### src/rtl/zc_vol_pkg.sv
package zc_vol_pkg;
  localparam int CODE_W   = 6;
  localparam int DB_W     = 7;
  localparam int WR_W     = 9;
  localparam int RATE_W   = 2;
  localparam int NSTG     = 2;
  localparam int CODE_RST = 6;
  localparam int CODE_MAX = 24;
  localparam int DIFF_OFS = 6;
  localparam int MUTE_BIT = 6;
  localparam int ZC_BIT   = 7;
  localparam int UPD_BIT  = 8;
  localparam logic [1:0] ADDR_CTRL = 2'd0;
  localparam logic [1:0] ADDR_STG0 = 2'd1;

  function automatic logic signed [DB_W-1:0] code_to_db(input logic [CODE_W-1:0] c, input logic diff);
    logic [CODE_W-1:0] sat;
    sat = (c > CODE_W'(CODE_MAX)) ? CODE_W'(CODE_MAX) : c;
    return diff ? DB_W'(signed'({1'b0, sat}) - DB_W'(DIFF_OFS)) : DB_W'({1'b0, sat});
  endfunction
endpackage

### src/rtl/zc_vol_regs.sv
module zc_vol_regs import zc_vol_pkg::*; (
  input  logic              clk_i,
  input  logic              rst_ni,
  input  logic              wr_en_i,
  input  logic [1:0]        wr_addr_i,
  input  logic [WR_W-1:0]   wr_data_i,
  output logic              diff_o,
  output logic              to_ena_o,
  output logic [RATE_W-1:0] to_rate_o,
  output logic [NSTG-1:0]   mute_o,
  output logic [NSTG-1:0]   zc_en_o,
  output logic [NSTG-1:0]   vol_we_o,
  output logic              upd_o
);
  logic ctrl_we;
  logic [NSTG-1:0] zc_q;

  assign ctrl_we = wr_en_i && (wr_addr_i == ADDR_CTRL);

  always_ff @(posedge clk_i or negedge rst_ni) begin
    if (!rst_ni) begin
      diff_o    <= 1'b1;
      to_ena_o  <= 1'b0;
      to_rate_o <= '0;
    end else if (ctrl_we) begin
      diff_o    <= wr_data_i[0];
      to_ena_o  <= wr_data_i[1];
      to_rate_o <= wr_data_i[2 +: RATE_W];
    end
  end

  for (genvar s = 0; s < NSTG; s++) begin : g_stg
    assign vol_we_o[s] = wr_en_i && (wr_addr_i == ADDR_STG0 + 2'(s));
    // next-state zero-cross enable, so a write with update uses its own bit
    assign zc_en_o[s]  = vol_we_o[s] ? wr_data_i[ZC_BIT] : zc_q[s];

    always_ff @(posedge clk_i or negedge rst_ni) begin
      if (!rst_ni) begin
        mute_o[s] <= 1'b1;
        zc_q[s]   <= 1'b0;
      end else if (vol_we_o[s]) begin
        mute_o[s] <= wr_data_i[MUTE_BIT];
        zc_q[s]   <= wr_data_i[ZC_BIT];
      end
    end
  end

  assign upd_o = (|vol_we_o) && wr_data_i[UPD_BIT];
endmodule

### src/rtl/zc_detect.sv
module zc_detect #(
  parameter int SMP_W = 16
) (
  input  logic             clk_i,
  input  logic             rst_ni,
  input  logic [SMP_W-1:0] smp_i,
  output logic             zc_o
);
  logic prev_neg_q;

  always_ff @(posedge clk_i or negedge rst_ni) begin
    if (!rst_ni) prev_neg_q <= 1'b0;
    else         prev_neg_q <= smp_i[SMP_W-1];
  end

  assign zc_o = (smp_i == '0) || (smp_i[SMP_W-1] != prev_neg_q);
endmodule

### src/rtl/zc_timer.sv
module zc_timer #(
  parameter int RATE_W   = 2,
  parameter int BASE_LG2 = 8,
  parameter int STEP_LG2 = 2
) (
  input  logic              clk_i,
  input  logic              rst_ni,
  input  logic              load_i,
  input  logic [RATE_W-1:0] rate_i,
  input  logic              ena_i,
  input  logic              tick_i,
  output logic              fire_o
);
  localparam int MAX_LG2 = BASE_LG2 + STEP_LG2 * ((1 << RATE_W) - 1);
  localparam int CNT_W   = MAX_LG2 + 1;

  logic [CNT_W-1:0] cnt_q, load_val;
  logic             step;

  assign load_val = CNT_W'(1) << (BASE_LG2 + STEP_LG2 * int'(rate_i));
  assign step     = ena_i && tick_i && (cnt_q != '0);
  assign fire_o   = step && (cnt_q == CNT_W'(1));

  always_ff @(posedge clk_i or negedge rst_ni) begin
    if (!rst_ni)     cnt_q <= '0;
    else if (load_i) cnt_q <= load_val;
    else if (step)   cnt_q <= cnt_q - CNT_W'(1);
  end
endmodule

### src/rtl/zc_stage.sv
module zc_stage import zc_vol_pkg::*; (
  input  logic              clk_i,
  input  logic              rst_ni,
  input  logic              vol_we_i,
  input  logic [CODE_W-1:0] wr_code_i,
  input  logic              upd_i,
  input  logic              zc_en_i,
  input  logic              zc_i,
  input  logic              fire_i,
  output logic [CODE_W-1:0] active_o,
  output logic              pend_o
);
  logic [CODE_W-1:0] shadow_q, shadow_d, target_q;

  assign shadow_d = vol_we_i ? wr_code_i : shadow_q;

  always_ff @(posedge clk_i or negedge rst_ni) begin
    if (!rst_ni) begin
      shadow_q <= CODE_W'(CODE_RST);
      target_q <= CODE_W'(CODE_RST);
      active_o <= CODE_W'(CODE_RST);
      pend_o   <= 1'b0;
    end else begin
      shadow_q <= shadow_d;
      if (upd_i) begin
        if (zc_en_i) begin
          target_q <= shadow_d;
          pend_o   <= 1'b1;
        end else begin
          active_o <= shadow_d;
          pend_o   <= 1'b0;
        end
      end else if (pend_o && (zc_i || fire_i)) begin
        active_o <= target_q;
        pend_o   <= 1'b0;
      end
    end
  end
endmodule

### src/rtl/zc_vol_ctrl.sv
module zc_vol_ctrl import zc_vol_pkg::*; #(
  parameter int SMP_W    = 16,
  parameter int TO_BASE  = 8,
  parameter int TO_STEP  = 2
) (
  input  logic                   clk_i,
  input  logic                   rst_ni,
  input  logic                   wr_en_i,
  input  logic [1:0]             wr_addr_i,
  input  logic [WR_W-1:0]        wr_data_i,
  input  logic [SMP_W-1:0]       smp_a_i,
  input  logic [SMP_W-1:0]       smp_b_i,
  input  logic                   tick_i,
  output logic [CODE_W-1:0]      gain_a_o,
  output logic [CODE_W-1:0]      gain_b_o,
  output logic signed [DB_W-1:0] gain_db_a_o,
  output logic signed [DB_W-1:0] gain_db_b_o,
  output logic                   mute_a_o,
  output logic                   mute_b_o
);
  logic              diff_q, to_ena_q, upd_req, to_fire;
  logic [RATE_W-1:0] to_rate_q;
  logic [NSTG-1:0]   mute_q, zc_en, vol_we, zc_hit, pend;
  logic [SMP_W-1:0]  smp [NSTG];
  logic [CODE_W-1:0] act [NSTG];

  assign smp[0] = smp_a_i;
  assign smp[1] = smp_b_i;

  zc_vol_regs u_regs (
    .clk_i, .rst_ni, .wr_en_i, .wr_addr_i, .wr_data_i,
    .diff_o(diff_q), .to_ena_o(to_ena_q), .to_rate_o(to_rate_q),
    .mute_o(mute_q), .zc_en_o(zc_en), .vol_we_o(vol_we), .upd_o(upd_req)
  );

  zc_timer #(.RATE_W(RATE_W), .BASE_LG2(TO_BASE), .STEP_LG2(TO_STEP)) u_timer (
    .clk_i, .rst_ni, .load_i(upd_req), .rate_i(to_rate_q),
    .ena_i(to_ena_q), .tick_i, .fire_o(to_fire)
  );

  for (genvar s = 0; s < NSTG; s++) begin : g_stg
    zc_detect #(.SMP_W(SMP_W)) u_det (
      .clk_i, .rst_ni, .smp_i(smp[s]), .zc_o(zc_hit[s])
    );
    zc_stage u_stg (
      .clk_i, .rst_ni, .vol_we_i(vol_we[s]), .wr_code_i(wr_data_i[CODE_W-1:0]),
      .upd_i(upd_req), .zc_en_i(zc_en[s]), .zc_i(zc_hit[s]), .fire_i(to_fire),
      .active_o(act[s]), .pend_o(pend[s])
    );
  end

  // stage B is unused in differential mode
  assign gain_a_o    = act[0];
  assign gain_b_o    = diff_q ? '0 : act[1];
  assign gain_db_a_o = code_to_db(act[0], diff_q);
  assign gain_db_b_o = diff_q ? '0 : code_to_db(act[1], 1'b0);
  assign mute_a_o    = mute_q[0];
  assign mute_b_o    = mute_q[1] | diff_q;
endmodule

### config.mk
export PLATFORM = sky130hd
export DESIGN_NAME = zc_vol_ctrl
export DESIGN_NICKNAME = d
export VERILOG_FILES = /design/src/rtl/zc_vol_pkg.sv /design/src/rtl/zc_vol_regs.sv /design/src/rtl/zc_detect.sv /design/src/rtl/zc_timer.sv /design/src/rtl/zc_stage.sv /design/src/rtl/zc_vol_ctrl.sv
export SDC_FILE = /design/constraint.sdc
export NUM_CORES = 1
export LEC_CHECK = 0
export BUFFER_PORTS_ARGS = -buffer_cell sky130_fd_sc_hd__buf_2
export CORE_ASPECT_RATIO = 1.4
export CORE_MARGIN = 5
export CORE_UTILIZATION = 40
export CTS_CLUSTER_DIAMETER = 200
export CTS_CLUSTER_SIZE = 25
export DETAILED_ROUTE_END_ITERATION = 10
export PLACE_DENSITY = 0.61
export SLEW_MARGIN = 20
export SYNTH_ARGS = -nofsm -noshare
export SYNTH_HDL_FRONTEND = slang
export SYNTH_SLANG_ARGS = --single-unit
### constraint.sdc
create_clock -name clk_i -period 2.1 [get_ports clk_i]
set_input_delay 0.63 -clock clk_i [delete_from_list [all_inputs] [get_ports clk_i]]
set_output_delay 0.63 -clock clk_i [all_outputs]
set_load 0.05 [all_outputs]
==> results of run 1 <==
## state kept, by name, indices dropped and copies added, names as in the netlist
| signal | count |
|---|---|
| u_timer.cnt_q | 15 |
| u_regs.mute_o | 2 |
| u_regs.to_ena_o | 1 |
| u_regs.diff_o | 1 |
| u_regs.zc_q | 2 |
| g_stg.u_stg.active_o | 12 |
| g_stg.u_det.prev_neg_q | 2 |
| u_regs.to_rate_o | 2 |
| g_stg.u_stg.target_q | 12 |
| g_stg.u_stg.shadow_q | 12 |
| g_stg.u_stg.pend_o | 2 |
## layer usage
metal / share of wire / vias up / global-route usage
met5: 0 / - / 0
met4: 0.015 / 0 / 0.0697
met3: 0.026 / 12 / 0.0341
met2: 0.56 / 37 / 0.305
met1: 0.40 / 1284 / 0.183
li1: - / 1333 / -
## power breakdown
part | internal, uW | switching, uW | leakage (uW)
clock network | 613 | 474 | 0.0000996
registers | 1670 | 269 | 0.000741
logic | 1540 | 1890 | 0.00143
## cell families (layout without fill, tap and decap cells)
group                    Yosys count  in the layout  share of synthesized area
AO/OA/AOI/OAI                     50             50                     0.0932
XOR/XNOR                          15             15                     0.0413
adder cells (fa/ha/maj)            3              3                     0.0118
buffers and inverters             37            165                     0.0566
flip-flops                        63             63                      0.501
multiplexers                      32             32                      0.107
other                              1              2                    0.00118
AND/OR/NAND/NOR                  115            115                      0.187
## per-stage QoR
step / total power [uW] / util / worst slack [ps] / cell area [um2]
2_1_floorplan: 3970 / - / -362 / 3260
3_3_place_gp: 4740 / 0.521 / -83.9 / 4040
3_5_place_dp: 4790 / 0.521 / -137 / 4040
4_1_cts: 6300 / 0.577 / -263 / 4470
5_1_grt: 6860 / 0.592 / -308 / 4590
6_report: 6460 / 0.592 / -252 / 4590
## area by class of cell
type,count,area [um2]
repair buffers,130,970
clock buffers,13,159
inverters,19,71.3
flip-flops and latches,63,1600
multi-input cells,217,1630
well taps,100,125
clock inverters,3,42.5
fillers,679,3160
## cell usage after synthesis (all sizes together), types with 2 or more instances
master | count | area [um2]
and3 | 2 | 12.5
nand3 | 7 | 35.0
xor2 | 5 | 43.8
inv | 19 | 71.3
and2 | 3 | 18.8
nand4b | 3 | 26.3
ha | 3 | 37.5
dfrtp | 48 | 1200
nand2b | 3 | 18.8
a211o | 2 | 17.5
nor3 | 4 | 20.0
mux2i | 15 | 150
nor2b | 7 | 43.8
a22oi | 2 | 15.0
a31o | 2 | 17.5
nor4 | 10 | 62.6
a211oi | 2 | 15.0
buf | 11 | 82.6
or3 | 2 | 12.5
a21oi | 23 | 115
or2 | 4 | 25.0
dfstp | 15 | 394
nand2 | 17 | 71.3
nor2 | 41 | 154
a2111oi | 2 | 17.5
o21ai | 13 | 65.1
mux2 | 17 | 191
nand4 | 3 | 18.8
nand3b | 2 | 15.0
clkbuf | 7 | 26.3
xnor2 | 10 | 87.6
nor3b | 3 | 22.5
or4 | 2 | 18.8
## worst paths after layout
check / from / to / slack, ps / cells after the start
min in group clk_i: u_timer.cnt_q[14] / u_timer.cnt_q[14] / 490 / 2
worst min-delay path: rst_ni / u_timer.cnt_q[3] / 280 / 2
worst max-delay path: g_stg[0].u_stg.active_o[4] / gain_db_a_o[2] / -250 / 5
worst min register to register: u_timer.cnt_q[14] / u_timer.cnt_q[14] / 490 / 2
max in group asynchronous: rst_ni / g_stg[0].u_stg.target_q[2] / 1480 / 2
worst max register to register: u_timer.cnt_q[6] / g_stg[0].u_stg.active_o[5] / -70 / 5
## worst max-delay path: cells and delay by family (launching register included)
family | cells | cell delay (ps)
flops | 1 | 400
compound gates | 1 | 190
buf+inv | 1 | 150
fa+ha+maj | 1 | 190
mux | 1 | 260
simple gates | 1 | 190
## what timing repair did
item                                    4_1_cts  5_1_grt
endpoints found under the hold margin         0        0
endpoints found under the setup margin       23       31
resized for setup                            53       27
setup buffers                                 6        5
pin swaps                                     9        7
==> flow_summary.yaml, run 1 <==
sta:
  period_needed_ps: 2350
  setup_tns_ps: -1880
  finalHoldViolCount: 0
  setup_viol: 23
  timing.fmax_mhz: 425
  slew_viol_final: 0
  finalWorstSetupSlack_ps: -252
  whs_ps: 280
  period_share: 1.12
  rsz0062_at_grt: "true"
  clock_skew_ps: 13.3
floorplanning:
  start_util: 0.411
  design.core.area_um2: 7750
  fp-row-count: 38
  die_area_um2: 9870
  ioPinCount: 75
  dieHeight_um: 116
  die_x_um: 85.4
global_routing:
  grt_pass1_wl_um: 12900
  grt_pass1_vias: 2865
  grt_max_degree: 64
  antenna_found_initial: 0
  grt_overflow_total: 0
  grtUsageTotal: 0.166
route:
  routed_wl_um: 7630
  drc: 0
  drtIter0Drc: 89
  drtPass1Iterations: 4
  via_per_inst: 4.89
  vias: 2666
  wl_per_cell_um: 14.0
  drtAntennaViolNets: 0
yosys:
  avgSynthCellArea_um2: 10.1
  async_flop_share: 1.00
  ys_seq_elements: 63
  ys_seq_area_frac: 0.501
  synth.distinct_cells: 46
  synth_edf_count: 0
  syn_area_um2: 3180
  synth_flop_cell: "dfrtp_1"
  synth_cells: 316
  yosys_warnings: 0
cts:
  cts.reportedPaths.clkPinSlew_ps: 70
  cts_sinks: 63
  cts_buffers: 9
  cts-root-buf: "clkbuf_8"
  htreeDepth: 3
  holdBufCountCts: 0
  clk_path_buf_depth: 2
  clk_latency_ps: 340
  cts_tree: "done"
worst_setup_path:
  crit_type: "reg2out"
  worstPathRequired_ps: 1470
  crit_path_end_kind: "output port"
  path_cells: "a21oi_2 -> and2_4 -> ha_4 -> mux2_4 -> buf_8"
  cp_data_arrival_time_ps: 1720
  critical_path.max_fanout: 3
  slowest_stage: "dfrtp_1"
  slowest_delay_ps: 400
  worstSetupStartpointType: "flop"
finish:
  final_common_cell: "buf_2"
  drive_above_1_share: 0.476
  layout_common_cells: "buf_2 (55), buf_4 (51), dfrtp_1 (48)"
  finalNetCount: 490
  finalNonFillerCells: 545
  antenna_cells: 0
  area_delta_synth_final_pct: 44.1
power_and_ir_drop:
  peakVddDrop_mv: 0.967
  powerDensity_nw_per_um2: 1410
  power.leakage_uw: 0.00227
hold_path:
  hold_class: "in2async"
place:
  dp_cells: 520
  io_buffers: 72
  hpwl_um: 5610
  gp_congestion: 0.806
status:
  violations: "negative setup slack"
  status: "finished, violations left"
run:
  cap_violations: 0
No activity file was read; power rests on OpenSTA's default activity.
==> inputs of run 2 (changes only) <==
--- a/config.mk
+++ b/config.mk
@@ -5,14 +5,14 @@
 export SDC_FILE = /design/constraint.sdc
 export NUM_CORES = 1
 export LEC_CHECK = 0
-export BUFFER_PORTS_ARGS = -buffer_cell sky130_fd_sc_hd__buf_2
 export CORE_ASPECT_RATIO = 1.4
 export CORE_MARGIN = 5
 export CORE_UTILIZATION = 40
 export CTS_CLUSTER_DIAMETER = 200
 export CTS_CLUSTER_SIZE = 25
 export DETAILED_ROUTE_END_ITERATION = 10
-export PLACE_DENSITY = 0.61
+export DONT_BUFFER_PORTS = 1
+export PLACE_DENSITY = 0.52
 export SLEW_MARGIN = 20
 export SYNTH_ARGS = -nofsm -noshare
 export SYNTH_HDL_FRONTEND = slang
==> run 2 against run 1 <==
Effect of this change: the run still ends with negative setup slack left; highest routed layer unchanged; via count decreased by 10%; clock skew decreased by 1.1 ps; clock power about the same.
==> flow_summary.yaml, run 2 (synthesis gave the netlist of run 1 again) <==
cts:
  cts_tree: "done"
  cts_buffers: 9
  cts.reportedPaths.clkPinSlew_ps: 80
  cts_sinks: 63
  clk_latency_ps: 340
  cts-root-buf: "clkbuf_8"
  htreeDepth: 3
  clk_path_buf_depth: 2
floorplanning:
  fp-row-count: 38
  design.core.area_um2: 7750
  die_x_um: 85.4
  die_area_um2: 9870
  ioPinCount: 75
  dieHeight_um: 116
  start_util: 0.411
sta:
  setup_viol: 22
  setup_tns_ps: -1880
  worst_slew_pin_slew_ps: 555
  period_needed_ps: 2300
  slew_headroom: 0.629
  clock_skew_ps: 12.2
  timing.fmax_mhz: 436
  period_share: 1.09
  rsz0062_at_grt: "true"
  finalWorstSetupSlack_ps: -196
  finalHoldViolCount: 0
  slew_viol_final: 0
power_and_ir_drop:
  powerDensity_nw_per_um2: 1500
  power_uw: 6220
  power.leakage_uw: 0.00195
  peakVddDrop_mv: 0.865
worst_setup_path:
  crit_path_end_kind: "output port"
  worst-path-buf-inv: 0
  r2r_start: "u_timer.cnt_q[5]"
  crit_family: "flip-flops"
  slowest_delay_ps: 390
  critical_path.max_fanout: 3
  cp_data_arrival_time_ps: 1670
  slowest_stage: "dfrtp_1"
  worstSetupStartpointType: "flop"
  r2r_cells: 5
  worstPathRequired_ps: 1470
  r2r_slack_ps: -60
  path_cells: "a21oi_2 -> and2_4 -> ha_4 -> mux2_4"
  r2r_end: "g_stg[0].u_stg.active_o[5]"
  crit_start: "g_stg[0].u_stg.active_o[4]"
  cp.depth: 4
  crit_type: "reg2out"
  crit_end: "gain_db_a_o[2]"
route:
  via_per_inst: 5.08
  highest_layer: "met4"
  routed_wl_um: 7690
  drtPass1Iterations: 4
  drtIter0Drc: 59
  dr_wl_met2_um: 4230
  drc: 0
  wl_met1_um: 3030
  wl_per_cell_um: 16.3
  drtAntennaViolNets: 0
  met3_length_um: 278
  vias: 2399
finish:
  top_register: "u_timer.cnt_q"
  drive_above_1_share: 0.368
  finalNetCount: 417
  final_core_util: 0.536
  finalNonFillerCells: 472
  area_delta_synth_final_pct: 30.5
  final_common_cell: "dfrtp_1"
  largest_reg_flops: 15
  design_area_um2: 4150
  layout_common_cells: "dfrtp_1 (48), nor2_1 (39), buf_4 (38)"
  antenna_cells: 0
place:
  hpwl_um: 5570
  gp_congestion: 0.804
  dp_cells: 449
  io_buffers: 0
  placed_cell_area_um2: 3690
global_routing:
  grtUsageTotal: 0.166
  antenna_found_initial: 0
  grt_max_degree: 49
  grt_pass1_wl_um: 12700
  grt_overflow_total: 0
  grt_pass1_vias: 2543
hold_path:
  hold_class: "in2async"
status:
  status: "finished, violations left"
  violations: "negative setup slack"
run:
  cap_violations: 0
run 2: report_power, final:
group	switching [uW]	internal [uW]	leakage [uW]
combinational	1810	1380	0.00110
sequential	298	1680	0.000741
clock	455	607	0.000106
run 2: final cells by class:
cell class	count	area, um2
clock buffer	12	155
clock inverter	4	45.0
fill	705	3600
inverter	19	71.3
multi-input combinational	217	1620
sequential	63	1600
tap	100	125
timing repair buffer	57	546
run 2: layer usage:
metal / vias up / track usage
li1: 1183 / -
met4: 0 / 0.0739
met1: 1170 / 0.188
met5: - / 0
met2: 33 / 0.298
met3: 13 / 0.0356
run 2: timing repair:
| item | in CTS | in global routing |
|---|---|---|
| endpoints found under the setup margin | 23 | 30 |
| cloned | 0 | 0 |
| endpoints found under the hold margin | 48 | 0 |
| buffers inserted | 5 | 1 |
| pin swaps | 15 | 9 |
| resized for setup | 32 | 14 |
| hold buffers | 1 | 0 |
run 2: worst min-delay path by stage:
stage	end	slack [ps]	depth (start not counted)
floorplan	g_stg[0].u_det.prev_neg_q	330	0
global placement	u_timer.cnt_q[1]	340	0
detailed placement	u_timer.cnt_q[1]	340	0
CTS	g_stg[1].u_stg.shadow_q[1]	110	0
global route	g_stg[1].u_stg.shadow_q[1]	100	0
finish	g_stg[1].u_stg.shadow_q[1]	130	0
run 2: through the flow:
stage | worst slack, ps | hold slack, ps
floorplan | -362 | 334
global placement | -49.7 | 336
detailed placement | -80.8 | 337
CTS | -179 | 110
global route | -258 | 102
finish | -196 | 128
==> inputs of run 3 (changes only) <==
--- a/config.mk
+++ b/config.mk
@@ -5,7 +5,6 @@
 export SDC_FILE = /design/constraint.sdc
 export NUM_CORES = 1
 export LEC_CHECK = 0
-export CORE_ASPECT_RATIO = 1.4
 export CORE_MARGIN = 5
 export CORE_UTILIZATION = 40
 export CTS_CLUSTER_DIAMETER = 200
==> constraint.sdc (replaced) <==
create_clock -name clk_i -period 2.1 [get_ports clk_i]
set_input_delay 0.105 -clock clk_i [delete_from_list [all_inputs] [get_ports clk_i]]
set_output_delay 0.105 -clock clk_i [all_outputs]
set_load 0.05 [all_outputs]
==> run 3 against run 2 <==
Effect of this change: the run still ends with negative setup slack left; count of clock-buffer cells in the layout is 1 higher; routed wire length is 7.5% lower; combinational power is 21% lower; non-clock buffer count is 8 lower; die area is 0.26% lower; utilization is 2.5 points lower; worst setup slack better by 170 ps.
==> flow_summary.yaml, run 3 (synthesis gave the netlist of run 1 again) <==
route:
  drtAntennaViolNets: 0
  vias: 2375
  drc: 0
  drtIter0Drc: 79
  wl_per_cell_um: 15.3
  via_per_inst: 5.10
  routed_wl_um: 7110
  drtPass1Iterations: 5
cts:
  cts_tree: "done"
  cts_sinks: 63
  clk_path_buf_depth: 2
  cts_setup_buffers: 0
  cts_buffers: 9
  clk_latency_ps: 330
  cts-root-buf: "clkbuf_8"
  htreeDepth: 3
  cts.reportedPaths.clkPinSlew_ps: 70
finish:
  area_delta_synth_final_pct: 23.9
  layout_common_cells: "dfrtp_1 (48), nor2_1 (41), buf_4 (35)"
  final_core_util: 0.511
  final_common_cell: "dfrtp_1"
  top_register: "u_timer.cnt_q"
  drive_above_1_share: 0.272
  finalNetCount: 409
  largest_reg_flops: 15
  antenna_cells: 0
  design_area_um2: 3950
floorplanning:
  ioPinCount: 75
  start_util: 0.412
  die_x_um: 99.2
  design.core.area_um2: 7730
  fp-row-count: 32
  die_area_um2: 9840
  dieHeight_um: 99.2
place:
  io_buffers: 0
  gp_congestion: 0.768
  placed_cell_area_um2: 3490
  hpwl_um: 5040
sta:
  finalWorstSetupSlack_ps: -30.5
  finalHoldViolCount: 0
  worst_slew_pin_slew_ps: 615
  setup_viol: 7
  clock_skew_ps: 8.15
  timing.fmax_mhz: 469
  period_needed_ps: 2130
  rsz0062_at_grt: "true"
  slew_headroom: 0.588
  period_share: 1.01
  slew_viol_final: 0
worst_setup_path:
  r2r_start: "u_timer.cnt_q[6]"
  crit_type: "reg2reg"
  crit_path_end_kind: "flop"
  r2r_slack_ps: -30
  r2r_cells: 5
  worstSetupStartpointType: "flop"
  r2r_end: "g_stg[0].u_stg.active_o[4]"
  critical_path.max_fanout: 6
  cp_data_arrival_time_ps: 2350
  worstPathRequired_ps: 2320
power_and_ir_drop:
  swShare: 0.406
  peakVddDrop_mv: 1.05
  seqPwrFrac: 0.342
  p_sw_uw: 2360
  combPwrFrac: 0.432
  powerDensity_nw_per_um2: 1480
  intPower_uw: 3470
  clockPowerShare: 0.226
  power.leakage_uw: 0.00184
hold_path:
  hold_class: "in2reg"
  min_from: "tick_i"
  whs_path_depth: 4
  hold_end: "u_timer.cnt_q[1]"
global_routing:
  grt_overflow_total: 0
  grtUsageTotal: 0.152
  grt_pass1_wl_um: 11900
  grt_max_degree: 64
  antenna_found_initial: 0
  grt_pass1_vias: 2445
status:
  violations: "negative setup slack"
  status: "finished, violations left"
run:
  cap_violations: 0
[run 3: cell types whose count changed in the layout (fill, tap and decap cells not counted), sizes merged]
| cell | before | now |
|---|---|---|
| buf | 57 | 37 |
| bufinv | 1 | 3 |
| clkbuf | 12 | 13 |
| clkinv | 3 | 0 |
| dlygate4sd3 | 0 | 12 |
[run 3: area by class of cell]
class | count | area (um2)
Inverter | 19 | 71.3
Multi-Input combinational cell | 217 | 1480
Sequential cell | 63 | 1600
Timing Repair Buffer | 49 | 422
Clock buffer | 13 | 159
Fill cell | 716 | 3780
Tap cell | 102 | 128
Clock inverter | 3 | 90.1
[run 3: worst max path at each step]
stage | start | endpoint | slack (ps)
2_1_floorplan | u_timer.cnt_q[6] | g_stg[1].u_stg.active_o[3] | -70
4_1_cts | u_timer.cnt_q[6] | g_stg[0].u_stg.active_o[4] | -50
3_3_place_gp | u_timer.cnt_q[6] | g_stg[0].u_stg.active_o[4] | -20
5_1_grt | u_timer.cnt_q[6] | g_stg[0].u_stg.active_o[3] | -80
6_report | u_timer.cnt_q[6] | g_stg[0].u_stg.active_o[4] | -30
3_5_place_dp | u_timer.cnt_q[6] | g_stg[0].u_stg.active_o[5] | -60
[run 3: power groups by stage]
stage               combinational (uW)  sequential, uW  clock [uW]
floorplan                         1930            1930           0
global route                      2740            2060        1400
finish                            2520            2000        1320
global placement                  2380            2000           0
CTS                               2510            2000        1340
detailed placement                2400            2010           0
[run 3: metal layers]
metal | track usage | up-vias | wire [um] | part of all wire
li1 | - | 1170 | - | -
met1 | 0.209 | 1123 | 3450 | 0.49
met2 | 0.222 | 68 | 3070 | 0.43
met3 | 0.0449 | 14 | 447 | 0.063
met4 | 0.0693 | 0 | 140 | 0.020
met5 | 0 | - | 0 | 0
[run 3: worst max-delay path, cell delays in order, from the launching register on]
cell and delay (ps):
dfrtp_1 380, or4_4 540, and4bb_2 340, nand2_4 70, a211o_4 370, mux2_1 310
[run 3: repair_timing]
action / CTS / global route
hold buffers: 13 / 0
gates cloned: 0 / 0
resized for setup: 9 / 6
endpoints found under the hold margin: 86 / 0
endpoints found under the setup margin: 12 / 14
[run 3: metrics by stage]
stage / hold slack (ps) / setup TNS (ps) / power, uW / worst slack, ps / instances
after global placement: -188 / -67.7 / 4380 / -18.8 / 437
after floorplan: -191 / -389 / 3860 / -71.8 / 317
final: 62.0 / -140 / 5830 / -30.5 / 466
after detailed placement: -188 / -252 / 4410 / -58.2 / 437
after global routing: 89.2 / -654 / 6200 / -80.3 / 466
after CTS: 45.7 / -251 / 5850 / -45.8 / 466
